==> src/rtl/tp_pkg.sv <==
package tp_pkg;
  typedef logic [1:0] ctr_t;

  localparam ctr_t CTR_WEAK_NT = 2'b01;

  // one saturating step toward taken (up=1) or not-taken (up=0)
  function automatic ctr_t sat_step(input ctr_t c, input logic up);
    if (up) return (c == 2'b11) ? c : c + 2'b01;
    else    return (c == 2'b00) ? c : c - 2'b01;
  endfunction
endpackage

==> src/rtl/tp_ctr_table.sv <==
module tp_ctr_table
  import tp_pkg::*;
#(
  parameter int   IDX_W = 6,
  parameter ctr_t INIT  = CTR_WEAK_NT
) (
  input  logic             clk,
  input  logic             rst,
  input  logic [IDX_W-1:0] rd_idx,
  output ctr_t             rd_q,
  input  logic             wr_en,
  input  logic [IDX_W-1:0] wr_idx,
  input  logic             wr_up
);
  localparam int DEPTH = 1 << IDX_W;

  ctr_t mem [DEPTH];

  // read returns the value held before any write on the same edge
  always_ff @(posedge clk) begin
    if (rst) begin
      for (int i = 0; i < DEPTH; i++) mem[i] <= INIT;
      rd_q <= INIT;
    end else begin
      rd_q <= mem[rd_idx];
      if (wr_en) mem[wr_idx] <= sat_step(mem[wr_idx], wr_up);
    end
  end
endmodule

==> src/rtl/tp_ghist.sv <==
module tp_ghist #(
  parameter int W = 8
) (
  input  logic         clk,
  input  logic         rst,
  input  logic         shift_en,
  input  logic         bit_in,
  output logic [W-1:0] hist_q
);
  generate
    if (W == 1) begin : g_single
      always_ff @(posedge clk) begin
        if (rst)           hist_q <= '0;
        else if (shift_en) hist_q <= bit_in;
      end
    end else begin : g_multi
      always_ff @(posedge clk) begin
        if (rst)           hist_q <= '0;
        else if (shift_en) hist_q <= {hist_q[W-2:0], bit_in};
      end
    end
  endgenerate
endmodule

==> src/rtl/tourney_predictor.sv <==
module tourney_predictor
  import tp_pkg::*;
#(
  parameter int PC_W      = 32,
  parameter int PC_LSB    = 2,
  parameter int BIM_IDX_W = 6,
  parameter int HIST_W    = 8,
  parameter int CHS_IDX_W = 6
) (
  input  logic            clk,
  input  logic            rst,
  input  logic            pred_valid,
  input  logic [PC_W-1:0] pred_pc,
  output logic            pred_ok,
  output logic            pred_taken,
  output logic            pred_bim,
  output logic            pred_gsh,
  input  logic            res_valid,
  input  logic [PC_W-1:0] res_pc,
  input  logic            res_taken,
  input  logic            res_cond,
  input  logic            res_bim,
  input  logic            res_gsh
);
  localparam int GSH_IDX_W = (BIM_IDX_W > HIST_W) ? BIM_IDX_W : HIST_W;

  logic [HIST_W-1:0]    ghist_w;
  logic [GSH_IDX_W-1:0] hist_ext;
  logic                 train;
  logic                 chs_wr;
  ctr_t                 bim_q, gsh_q, chs_q;

  assign hist_ext = GSH_IDX_W'(ghist_w);
  assign train    = res_valid & res_cond;
  assign chs_wr   = train & (res_bim != res_gsh);

  tp_ctr_table #(.IDX_W(BIM_IDX_W), .INIT(CTR_WEAK_NT)) u_bim (
    .clk(clk), .rst(rst),
    .rd_idx(pred_pc[PC_LSB +: BIM_IDX_W]), .rd_q(bim_q),
    .wr_en(train), .wr_idx(res_pc[PC_LSB +: BIM_IDX_W]), .wr_up(res_taken)
  );

  tp_ctr_table #(.IDX_W(GSH_IDX_W), .INIT(CTR_WEAK_NT)) u_gsh (
    .clk(clk), .rst(rst),
    .rd_idx(pred_pc[PC_LSB +: GSH_IDX_W] ^ hist_ext), .rd_q(gsh_q),
    .wr_en(train), .wr_idx(res_pc[PC_LSB +: GSH_IDX_W] ^ hist_ext), .wr_up(res_taken)
  );

  tp_ctr_table #(.IDX_W(CHS_IDX_W), .INIT(CTR_WEAK_NT)) u_chs (
    .clk(clk), .rst(rst),
    .rd_idx(pred_pc[PC_LSB +: CHS_IDX_W]), .rd_q(chs_q),
    .wr_en(chs_wr), .wr_idx(res_pc[PC_LSB +: CHS_IDX_W]), .wr_up(res_gsh == res_taken)
  );

  tp_ghist #(.W(HIST_W)) u_hist (
    .clk(clk), .rst(rst), .shift_en(train), .bit_in(res_taken), .hist_q(ghist_w)
  );

  always_ff @(posedge clk) begin
    if (rst) pred_ok <= 1'b0;
    else     pred_ok <= pred_valid;
  end

  assign pred_bim   = bim_q[1];
  assign pred_gsh   = gsh_q[1];
  assign pred_taken = chs_q[1] ? gsh_q[1] : bim_q[1];
endmodule

==> config.mk <==
export PLATFORM = sky130hd
export DESIGN_NAME = tourney_predictor
export DESIGN_NICKNAME = d
export VERILOG_FILES = /design/src/rtl/tp_pkg.sv /design/src/rtl/tp_ctr_table.sv /design/src/rtl/tp_ghist.sv /design/src/rtl/tourney_predictor.sv
export SDC_FILE = /design/constraint.sdc
export NUM_CORES = 2
export LEC_CHECK = 0
export ABC_AREA = 1
export BUFFER_PORTS_ARGS = -buffer_cell sky130_fd_sc_hd__buf_2
export CORE_MARGIN = 4
export CORE_UTILIZATION = 60
export DETAILED_ROUTE_END_ITERATION = 7
export PLACE_DENSITY = 0.77
export SLEW_MARGIN = 30
export SYNTH_ARGS = -nofsm -noshare
export SYNTH_HDL_FRONTEND = slang
export SYNTH_HIERARCHICAL = 1
export SYNTH_SLANG_ARGS = --single-unit
==> constraint.sdc <==
create_clock -name clk -period 6.1 [get_ports clk]
set_input_delay 0 -clock clk [delete_from_list [all_inputs] [get_ports clk]]
set_output_delay 0 -clock clk [all_outputs]
set_load 0.02 [all_outputs]
## After elaboration in Yosys (flattened, before gate mapping)

Memory sizes are Yosys's and may differ from the RTL's. A register that Yosys moved wholly into a read port is not among the register bits.
Cells that the tools add are included.

- Equality and inequality tests: 5
- Reduce and logical (&&, ||, !) cells: 6
- Muxes and demuxes: 33
- Bitwise gates (word level): 4
- $add $sub $neg: 6

Operators by type and width:

| kind | number |
|---|---|
| 2-bit 2-to-1 mux | 18 |
| 8-bit XOR | 2 |
| 1-bit 2-to-1 mux | 12 |
| 6-bit 2-to-1 mux | 2 |
| 8-bit 2-to-1 mux | 1 |
| 2-bit by 1-bit adder with 2-bit output, second input constant | 3 |
| 2-bit equality test, second input constant | 3 |
| 2-bit zero test | 3 |
| 2-bit OR reduction | 3 |
| 2-bit by 1-bit subtractor with 2-bit output, second input constant | 3 |
| 1-bit bitwise AND | 2 |
| 1-bit equality test | 1 |
| 1-bit inequality test | 1 |

- Register bits: 9
- RAM bits: 768
- Memories kept: 3
- Input port bits: 72

Memories:

| memory | depth | width | rd ports | clocked after Yosys merged registers in | write ports | line | source |
|---|---|---|---|---|---|---|---|
| u_gsh.mem | 256 | 2 | 2 | 1 | 256 | tp_ctr_table.sv:17 | `ctr_t mem [DEPTH];` |
| u_bim.mem | 64 | 2 | 2 | 1 | 64 | tp_ctr_table.sv:17 |  |
| u_chs.mem | 64 | 2 | 2 | 1 | 64 | tp_ctr_table.sv:17 |  |

## Logic depth before layout (Yosys ltp)

An unclocked memory read counts as a cell.

- Word-level depth: 8
- Gate-level depth with buffers: 23
- Gate-level depth less buffers: 18

## Cells and area by module

Netlist, hierarchy kept.

Modules (own cells, without submodules):

| module | area an instance (um2) | sequential area each (um2) | instances | cells each |
|---|---|---|---|---|
| tp_ctr_table at u_gsh | 31147.4 | 15414.8 | 1 | 4287 |
| tp_ctr_table at u_chs | 8361.8 | 3883.7 | 1 | 1206 |
| tp_ctr_table at u_bim | 8254.2 | 3883.7 | 1 | 1184 |
| tp_ghist | 341.6 | 160.2 | 1 | 51 |
| tourney_predictor | 211.5 | 20.0 | 1 | 29 |

## Worst setup path after synthesis

OpenSTA, ideal clock, no wires.

- Path type: flip-flop to flip-flop
- Start: reg u_hist.hist_q[0]
- End: mem u_gsh/mem[53][0] (netlist name) (data pin)
- Cell stages (with the launch flop): 22
- Arrival: 2409 ps
- Library setup time: 268 ps
- Setup slack: 3423 ps
- Path through: dfxtp_1 xor2_1 buf_4 inv_2 buf_2 buf_2 nand2_1 nand2_1 nand2_1 nand3_1 nand2_1 nand2_1 o21ai_0 nand2_1 nor2_1 nor2_1 nor2_1 nand2_1 nand2_2 buf_2 clkbuf_1 nand3_1

RTL lines:

| what | line | source |
|---|---|---|
| from (decl) | tp_ghist.sv:8 | `output logic [W-1:0] hist_q` |
| from (signal assigned) | tp_ghist.sv:19 | `else if (shift_en) hist_q <= {hist_q[W-2:0], bit_in};` |
| to (decl) | tp_ctr_table.sv:17 |  |

==> results.py <==
metrics = {
    "status": {
        "status": "finished, final reports clean",
    },
    "detailed_routing": {
        "drtAntennaViolNets": 0,
        "dr_total_vias": 41040,
        "drt-pass1-iter-count": 8,
        "drc": 0,
        "routed_wl_um": 139200,
        "first_iter_violations": 5886,
        "avgRoutedWirePerCell_um": 20.41,
        "vias_per_cell": 6.017,
    },
    "worst_setup_path": {
        "crit_path_max_fanout": 62,
        "start_kind": "register",
        "reg2regPathDepth": 18,
        "slowest_stage": "dfxtp_1",
        "critical_path_class": "reg -> reg",
        "setup.worst_path.end_class": "register",
        "crit_path_max_incr_delay_ps": 580,
        "critical_path_required_ps": 6470,
        "crit_buf_inv": 4,
        "cp.depth": 18,
        "arrival_ps": 5290,
        "r2r_start": "u_hist/hist_q[1]$_SDFFE_PP0P_",
        "critPathMostFrequentCell": "nand2_1",
        "path_cells": "xor2_4 > buf_12 > nand2_1 > inv_2 > buf_12 > a22oi_1 > nand2_1 > nand2_1 > nand2_1 > o21ai_1 > nand2_1 > a21oi_1 > nand2_1 > nor2_1 > nand2_1 > nand2_4 > buf_4 > nor2_1",
        "cp-startpoint": "u_hist/hist_q[1]$_SDFFE_PP0P_",
        "cp_top_family": "simple AND/OR/NAND/NOR gates",
    },
    "hold_path": {
        "hold_depth": 4,
        "min_from": "res_pc[6]",
        "worstHoldPathType": "in -> reg",
    },
    "timing": {
        "drv_slew": 0,
        "min_period_over_period_pct": 80.68,
        "hold_viol_final": 0,
        "skew_ps": 27.27,
        "min_period_ps": 4922,
        "worst-slew-pin-transition_ps": 1065,
        "relSlewSlack_pct": 28.90,
        "finalSetupViolations": 0,
        "fin_setup_tns_ps": 0,
        "grt_setup_unrepaired": "no",
        "fmax_mhz": 203.2,
    },
    "pwr": {
        "irDropWorstVdd_v": 0.0002470,
        "powerDensity_nw_per_um2": 285.7,
        "leakage_nw": 17.94,
    },
    "floorplanning": {
        "core_area_um2": 74450,
        "fp.dieW_um": 282.0,
        "initial_core_util_pct": 60.51,
        "die_h_um": 282.0,
        "num_io_pins": 76,
        "num_rows": 100,
        "die-area_um2": 79530,
    },
    "synth": {
        "synth_area_per_cell_um2": 7.445,
        "synth_fp_nets": 6123,
        "yosysWarnings": 6,
        "syn_inst": 6051,
        "syn_area_um2": 45050,
    },
    "finish": {
        "layout_common_cells": "2,134 x nand2_1, 1,092 x nor2_1, 768 x edfxtp_1",
        "finalNonFillerCells": 6821,
        "diodes": 0,
        "areaGrowthSynthToFinish_pct": 6.666,
        "final_common_cell": "nand2_1",
        "fillCellCount": 6193,
        "fin_nets": 5859,
        "drive_gt1_share_pct": 4.306,
    },
    "clock_tree": {
        "cts_setup_buffers": 0,
        "cts.repair.resized": 0,
        "cts_sinks": 780,
        "htree_levels": 3,
        "cts_buffer_depth": 3,
        "clk_pin_slew_ps": 60,
        "ctsHoldBuffers": 13,
        "cts_tree": "built",
        "clk_latency_ps": 650,
        "root_buffer": "clkbuf_16",
        "cts_made_buffers": 85,
    },
    "global_route": {
        "grt_usage_pct": 34.48,
        "grt_max_degree": 172,
        "grt_first_pass_wirelength_um": 212300,
        "antenna_found_initial": 0,
        "grt_pass1_vias": 39600,
        "grt_overflow": 0,
    },
    "placement": {
        "dp_hpwl_um": 80730,
        "port_buffers": 27,
        "place_inst": 6656,
        "place_congestion": 0.9264,
    },
    "run": {
        "drv_cap": 0,
    },
}
power by group:
group / leakage (nW) / internal (mW) / switching [mW]
sequential: 6.75 / 5.97 / 0.0573
clock: 1.26 / 2.84 / 2.09
combinational: 9.93 / 0.654 / 2.11
total: 17.9 / 9.47 / 4.26
per-layer routing:
layer  up-vias  track usage (%)  wire (µm)
li1      18620                -          -
met1     18590            42.71      47280
met2      3128            56.02      63030
met3       704            6.363      18860
met4         0            22.25      10070
met5         -                0          0
flip-flops by register name, summed over array words and instances (netlist names):
| signal | cells |
|---|---|
| pred_ok | 1 |
| u_gsh/rd_q | 1 |
| u_gsh/mem | 512 |
| u_chs/mem | 128 |
| u_bim/mem | 128 |
| u_chs/rd_q | 1 |
| u_hist/hist_q | 8 |
| u_bim/rd_q | 1 |
final timing paths:
check                           slack [ps]                        endpoint
worst max-delay path                  1180  u_gsh/mem[17][1]$_SDFFCE_PN0P_
worst min register to register         530   u_hist/hist_q[5]$_SDFFE_PP0P_
worst max register to register        1180  u_gsh/mem[17][1]$_SDFFCE_PN0P_
worst min-delay path                    50  u_chs/mem[57][0]$_SDFFCE_PN1P_
stage by stage:
step           hold slack [ps]  utilization (%)  cell area (µm²)  setup WS [ps]  total power [mW]
4_1_cts                  21.46            64.53            48040           1327             13.65
3_3_place_gp             200.6            60.82            45270           1421             8.753
2_1_floorplan            69.07                -            45050           3423             7.902
5_1_grt                  77.59            64.55            48050          999.7             14.13
6_report                 54.97            64.55            48050           1178             13.73
3_5_place_dp             222.8            60.86            45300           1367             8.783
layout make-up:
| type | count | area [µm²] | area share, % |
|---|---|---|---|
| repair buffers | 114 | 1117 | 2.325 |
| clock inverters | 38 | 265.3 | 0.5520 |
| flip-flops and latches | 780 | 23300 | 48.49 |
| inverters | 603 | 2280 | 4.744 |
| well taps | 969 | 1212 | 2.523 |
| clock buffers | 114 | 2342 | 4.874 |
| multi-input cells | 4203 | 17530 | 36.49 |
worst reg2reg max path: stages (launching register included):
cell and delay, ps:
dfxtp_1 580, xor2_4 150, buf_12 270, nand2_1 270, inv_2 430, buf_12 370
a22oi_1 230, nand2_1 80, nand2_1 60, nand2_1 60, o21ai_1 370, nand2_1 150
a21oi_1 150, nand2_1 60, nor2_1 240, nand2_1 150, nand2_4 560, buf_4 400
nor2_1 80
No activity file was read; power rests on OpenSTA's default activity.
